<file path="config.mk">
export PLATFORM = sky130hd
export DESIGN_NAME = stack_useq
export DESIGN_NICKNAME = d
export VERILOG_FILES = /design/src/rtl/stack_useq_pkg.sv /design/src/rtl/stack_useq_rom.sv /design/src/rtl/stack_useq_ctr.sv /design/src/rtl/stack_useq_resolve.sv /design/src/rtl/stack_useq.sv
export SDC_FILE = /design/constraint.sdc
export NUM_CORES = 1
export LEC_CHECK = 0
export BUFFER_PORTS_ARGS = -buffer_cell sky130_fd_sc_hd__buf_2
export CAP_MARGIN = 40
export CORE_MARGIN = 5
export CORE_UTILIZATION = 38
export CTS_CLUSTER_DIAMETER = 60
export CTS_CLUSTER_SIZE = 10
export DETAILED_ROUTE_END_ITERATION = 8
export GPL_ROUTABILITY_DRIVEN = 0
export HOLD_SLACK_MARGIN = 0.1
export PLACE_DENSITY_LB_ADDON = 0.05
export SLEW_MARGIN = 20
export SYNTH_ARGS = -nofsm -noshare
export SYNTH_HDL_FRONTEND = slang
export SYNTH_HIERARCHICAL = 1
export SYNTH_SLANG_ARGS = --single-unit
</file>
<file path="constraint.sdc">
create_clock -name clk -period 4.38 [get_ports clk]
set_input_delay 0.876 -clock clk [delete_from_list [all_inputs] [get_ports clk]]
set_output_delay 0.876 -clock clk [all_outputs]
set_load 0.02 [all_outputs]
</file>
<file path="src/rtl/stack_useq_pkg.sv">
package stack_useq_pkg;

    localparam int UA_W       = 5;
    localparam int NXT_W      = 6;
    localparam int RADDR_W    = 4;
    localparam int WORD_W     = 37;
    localparam int ROM_WORDS  = 10;
    localparam int N_RD_PORTS = 2;

    localparam logic [RADDR_W-1:0] RG_AX = 4'b1000;
    localparam logic [RADDR_W-1:0] RG_SP = 4'b1100;
    localparam logic [RADDR_W-1:0] RG_DI = 4'b1111;

    localparam logic [2:0] MODE_STD = 3'b011;
    localparam logic [2:0] MODE_POP = 3'b110;

    typedef struct packed {
        logic               wov_en;    // bit 36
        logic               wov_val;   // bit 35
        logic               keep2;     // bit 34
        logic               keep1;     // bit 33
        logic [RADDR_W-1:0] rd2;       // 32:29
        logic [2:0]         in_mode;   // 28:26
        logic [RADDR_W-1:0] rd1;       // 25:22
        logic [2:0]         flag_ctl;  // 21:19
        logic [2:0]         alu_op;    // 18:16
        logic [1:0]         opnd2;     // 15:14
        logic [1:0]         opnd1;     // 13:12
        logic [RADDR_W-1:0] wr;        // 11:8
        logic [1:0]         kind;      // 7:6
        logic [NXT_W-1:0]   nxt;       // 5:0
    } ctl_word_t;

    function automatic ctl_word_t rom_word(input int unsigned a);
        ctl_word_t w;
        w = '0;
        if (a >= 1 && a <= 9) w.in_mode = MODE_STD;
        case (a)
            1: begin  // call: stack pointer down by two
                w.rd1 = RG_SP; w.flag_ctl = 3'b001; w.alu_op = 3'b011;
                w.opnd1 = 2'b01; w.wr = RG_SP; w.kind = 2'b01; w.nxt = 6'd2;
            end
            2: begin  // call: program counter to stack
                w.alu_op = 3'b110; w.opnd2 = 2'b10; w.opnd1 = 2'b11; w.nxt = 6'd3;
            end
            3: begin  // call: add displacement
                w.alu_op = 3'b101; w.opnd2 = 2'b10;
            end
            4: begin  // return: stack top to program counter
                w.in_mode = MODE_POP; w.alu_op = 3'b101; w.opnd1 = 2'b11;
                w.kind = 2'b11; w.nxt = 6'd5;
            end
            5: begin  // return: stack pointer up by two
                w.rd2 = RG_SP; w.alu_op = 3'b011; w.opnd2 = 2'b01; w.wr = RG_SP;
            end
            6: begin  // store-string: accumulator to memory
                w.rd2 = RG_AX; w.opnd2 = 2'b01; w.opnd1 = 2'b11; w.nxt = 6'd7;
            end
            7: begin  // store-string: advance index at word width
                w.wov_en = 1'b1; w.wov_val = 1'b1; w.rd1 = RG_DI;
                w.alu_op = 3'b011; w.opnd1 = 2'b01; w.wr = RG_DI;
            end
            8: begin  // push: stack pointer down by two
                w.keep2 = 1'b1; w.rd1 = RG_SP; w.flag_ctl = 3'b001; w.alu_op = 3'b011;
                w.opnd1 = 2'b01; w.wr = RG_SP; w.nxt = 6'd9;
            end
            9: begin  // push: decoder-selected register to stack
                w.keep2 = 1'b1; w.alu_op = 3'b110; w.opnd2 = 2'b01; w.opnd1 = 2'b11;
            end
            default: w = '0;
        endcase
        return w;
    endfunction

endpackage

</file>
<file path="src/rtl/stack_useq_rom.sv">
module stack_useq_rom
    import stack_useq_pkg::*;
#(
    parameter int DEPTH = ROM_WORDS
) (
    input  logic [UA_W-1:0] addr,
    output ctl_word_t       word
);

    ctl_word_t rom_q [DEPTH];

    for (genvar i = 0; i < DEPTH; i++) begin : g_rom
        assign rom_q[i] = rom_word(i);
    end

    always_comb begin
        if (int'(addr) < DEPTH) word = rom_q[addr];
        else                    word = '0;
    end

    always_comb begin
        AST_NEXT_IN_ROM: assert (int'(word.nxt) < DEPTH);
        if (addr == '0) begin
            AST_IDLE_WORD_ZERO: assert (word == '0);
        end
    end

endmodule

</file>
<file path="src/rtl/stack_useq_ctr.sv">
module stack_useq_ctr
    import stack_useq_pkg::*;
(
    input  logic             clk,
    input  logic             rst,
    input  logic             entry_valid,
    input  logic [UA_W-1:0]  entry_addr,
    input  logic             step_en,
    input  logic             mem_pending,
    input  logic [NXT_W-1:0] next_field,
    output logic [UA_W-1:0]  uaddr,
    output logic             busy
);

    logic            idle;
    logic            advance;
    logic [UA_W-1:0] ua_d;

    assign idle    = (uaddr == '0);
    assign advance = !idle && step_en && !mem_pending;
    assign busy    = !idle;

    always_comb begin
        ua_d = uaddr;
        if (idle) begin
            if (entry_valid) ua_d = entry_addr;
        end else if (advance) begin
            ua_d = next_field[UA_W-1:0];
        end
    end

    always_ff @(posedge clk) begin
        if (rst) uaddr <= '0;
        else     uaddr <= ua_d;
    end

    always_comb begin
        AST_NEXT_FITS: assert (next_field[NXT_W-1:UA_W] == '0);
    end

    AST_RST_IDLE: assert property (@(posedge clk)
        rst |=> (uaddr == '0));

    AST_ENTRY_LOAD: assert property (@(posedge clk) disable iff (rst)
        (idle && entry_valid) |=> (uaddr == $past(entry_addr)));

    AST_BUSY_HOLDS: assert property (@(posedge clk) disable iff (rst)
        (!idle && !advance) |=> $stable(uaddr));

    AST_ADVANCE_NEXT: assert property (@(posedge clk) disable iff (rst)
        advance |=> (uaddr == $past(next_field[UA_W-1:0])));

    AST_END_IDLE: assert property (@(posedge clk) disable iff (rst)
        (advance && next_field == '0) |=> !busy);

endmodule

</file>
<file path="src/rtl/stack_useq_resolve.sv">
module stack_useq_resolve
    import stack_useq_pkg::*;
(
    input  logic [N_RD_PORTS-1:0]              keep,
    input  logic [N_RD_PORTS-1:0][RADDR_W-1:0] rom_rd,
    input  logic [N_RD_PORTS-1:0][RADDR_W-1:0] dec_rd,
    input  logic                               wov_en,
    input  logic                               wov_val,
    input  logic                               dec_wide,
    output logic [N_RD_PORTS-1:0][RADDR_W-1:0] rd,
    output logic                               wide
);

    for (genvar p = 0; p < N_RD_PORTS; p++) begin : g_port
        assign rd[p] = keep[p] ? dec_rd[p] : rom_rd[p];
    end

    assign wide = wov_en ? wov_val : dec_wide;

endmodule

</file>
<file path="src/rtl/stack_useq.sv">
module stack_useq
    import stack_useq_pkg::*;
(
    input  logic         clk,
    input  logic         rst,
    input  logic         entry_valid,
    input  logic [4:0]   entry_addr,
    input  logic [3:0]   dec_rd1_addr,
    input  logic [3:0]   dec_rd2_addr,
    input  logic         dec_wide,
    input  logic         step_en,
    input  logic         mem_pending,
    output logic         busy,
    output logic [4:0]   uaddr,
    output logic [3:0]   rd1_addr,
    output logic [3:0]   rd2_addr,
    output logic         wide,
    output logic [2:0]   in_mode,
    output logic [2:0]   flag_ctl,
    output logic [2:0]   alu_op,
    output logic [1:0]   opnd2_sel,
    output logic [1:0]   opnd1_sel,
    output logic [3:0]   wr_addr,
    output logic [1:0]   step_kind
);

    ctl_word_t                          word;
    logic [N_RD_PORTS-1:0][RADDR_W-1:0] rd_res;

    stack_useq_ctr u_ctr (
        .clk         (clk),
        .rst         (rst),
        .entry_valid (entry_valid),
        .entry_addr  (entry_addr),
        .step_en     (step_en),
        .mem_pending (mem_pending),
        .next_field  (word.nxt),
        .uaddr       (uaddr),
        .busy        (busy)
    );

    stack_useq_rom #(.DEPTH(ROM_WORDS)) u_rom (
        .addr (uaddr),
        .word (word)
    );

    stack_useq_resolve u_res (
        .keep     ({word.keep2, word.keep1}),
        .rom_rd   ({word.rd2, word.rd1}),
        .dec_rd   ({dec_rd2_addr, dec_rd1_addr}),
        .wov_en   (word.wov_en),
        .wov_val  (word.wov_val),
        .dec_wide (dec_wide),
        .rd       (rd_res),
        .wide     (wide)
    );

    assign rd1_addr  = rd_res[0];
    assign rd2_addr  = rd_res[1];
    assign in_mode   = word.in_mode;
    assign flag_ctl  = word.flag_ctl;
    assign alu_op    = word.alu_op;
    assign opnd2_sel = word.opnd2;
    assign opnd1_sel = word.opnd1;
    assign wr_addr   = word.wr;
    assign step_kind = word.kind;

endmodule

</file>
==> impl_results.md <==
- Outcome: finished, final reports clean
- Die X: 59.6 um
- CP Max Fanout: 20
- WL final: 2350 um
- Delay-heaviest family, CP: flip-flops
- Fill cell count: 264
- TritonCTS Buffers: 3
- Critical path buffer and inverter count: 1
- CTS Buffer Depth: 2
- CTS tree: built
- PortBufs: 50
- CTS resizes: 0
- Postcts setup bufs: 0
- # clock sinks: 5
- Achievable Freq: 0.338 GHz
- Max reg flops: 5
- Placed insts: 186
- Root buffer cell: clkbuf_4
- Clock Latency Late Sink: 0.24 ns
- CP max-delay cell: dfxtp_1
- Largest net degree at the start of global routing: 21
- Vias in the first global route: ~910
- RSZ-0062 raised after global routing: no
- Synthesis-to-finish area growth: 18.4%
- Peak VDD IR: roughly 0.2 mV
- First-pass GRT wire length: 3820 um
- Inserted Diodes: 0
- Worst Setup Start Kind: flip-flop
- Total GRT Usage: 0.134
- First drt pass iteration count: 4
- Warnings from Yosys: 6
- Die Ht: roughly 60 um
- Core Rows: 18
- Max incr delay on CP: ~0.73 ns
- Remaining DRCs: 0
- Htree depth: 1
- Finish-stage setup viols: 0
- Mapped cell area: 936 um^2
- Critical path arrival: roughly 2.1 ns
- Clock-pin slew on the worst setup and hold paths: 0.04 ns
- Antenna violations before repair: 0
- Max-slew violation count: 0
- Register area: 100 um^2
- Layout net count: 186
- Core area: between 0.002 and 0.0025 mm^2
- Final Critical Period: 2.96 ns
- Vias/cell: 5.03
- Vias: 955
- Cts hold-fix bufs: 0
- Period utilization: 0.675
- CP cell instances: nand2b_1, nor2_1, and2_1, mux2_2, buf_2
- Power per cell area: 339 mW/mm^2
- Syn avg cell area: 7.67 um^2
- Die area: around 0.0036 mm^2
- Hold Crit Class: reg2reg
- Critical path capture point type: output pin
- Mapped Cells: 122
- Finished Layout Cells: between 150 and 200
- Largest registers: u_ctr/uaddr: 5 flops
- Max_slew headroom: 0.539
- WP data required: 3.50 ns
- Setup TNS: 0 ns
- Maxcap violations: 0
- Initial Util: 0.388
- Area of the multi-input gates: 664 um^2
- P_leak: 0.558 nW
- GRT overflow: 0
- Post-DP HPWL: ~1800 um
- Detail Route Antenna Nets: 0
- Measured slew at the worst slew-check pin: between 0.6 and 0.7 ns
- Share of cells above drive strength 1: 0.425
- Finished Core Util: 0.460
- Top Ports: 53
- Biggest register: u_ctr/uaddr
- DRT iter0 DRCs: 9
- Layout Skew: 0.000479 ns
- Post-DR wirelength/cell: ~12 um
- Final hold vios: 0
- Worst hold slack: between 0.6 and 0.7 ns
- Crit Path Class: reg2out
-- per-stage QoR --
| stage | worst slack (ns) | instance area (um^2) | power [mW] |
|---|---|---|---|
| floorplan | 1.74 | 955 | 0.274 |
| global placement | 1.67 | 1080 | 0.327 |
| detailed placement | 1.66 | 1080 | 0.327 |
| CTS | 1.40 | 1110 | 0.383 |
| global route | 1.19 | 1110 | 0.409 |
| finish | 1.42 | 1110 | 0.375 |
-- report_power, final --
part	switching (mW)	total (mW)	leakage [nW]	internal, mW
registers	0.0260	0.0777	0.0410	0.0517
logic	0.151	0.245	0.502	0.0939
clock network	0.0179	0.0523	0.0150	0.0344
-- routing by layer --
metal,track usage,vias up,share of wire
met2,0.231,36,0.49
met3,0.0305,2,0.11
met1,0.162,429,0.40
met4,0.0475,0,0.0068
met5,0,-,0
li1,-,488,-
-- area by class of cell --
type / count / area share
Multi-Input combinational cell: 93 / 0.599
Sequential cell: 5 / 0.0903
Clock buffer: 4 / 0.0237
Timing Repair Buffer: 50 / 0.226
Inverter: 8 / 0.0271
Tap cell: 30 / 0.0339
-- placed cells by master, fill, tap and decap left out, drive strengths merged --
master	instances
mux2i	2
clkbuf	4
nor3	6
a211oi	1
nor2b	2
buf	50
a21o	1
nand4	5
or2	1
o22a	1
o21a	1
nor4b	1
a211o	5
a221oi	1
nand3	1
nand2	8
and2	4
nand3b	1
a31oi	6
nor3b	1
a2bb2oi	2
o31ai	2
inv	8
mux2	9
nor2	9
o21bai	1
a21oi	3
ha	6
conb	6
dfxtp	5
nand2b	6
o21ai	1
-- final timing paths --
path	start	to	slack (ns)	cells after the start
setup reg to reg	u_ctr/uaddr[0]$_SDFFE_PP0P_	u_ctr/uaddr[1]$_SDFFE_PP0P_	2.46	7
hold / removal	u_ctr/uaddr[1]$_SDFFE_PP0P_	u_ctr/uaddr[1]$_SDFFE_PP0P_	0.64	2
setup / recovery	u_ctr/uaddr[2]$_SDFFE_PP0P_	wide	1.42	5
hold reg to reg	u_ctr/uaddr[1]$_SDFFE_PP0P_	u_ctr/uaddr[1]$_SDFFE_PP0P_	0.64	2
-- tightest hold or removal path, delay by kind of cell, from the launching register on --
kind,cells,cell delay (ns)
AOI/OAI and AO/OA,1,0.06
and+or+nand+nor,1,0.10
DFF,1,0.42
No activity file was read; power rests on OpenSTA's default activity.
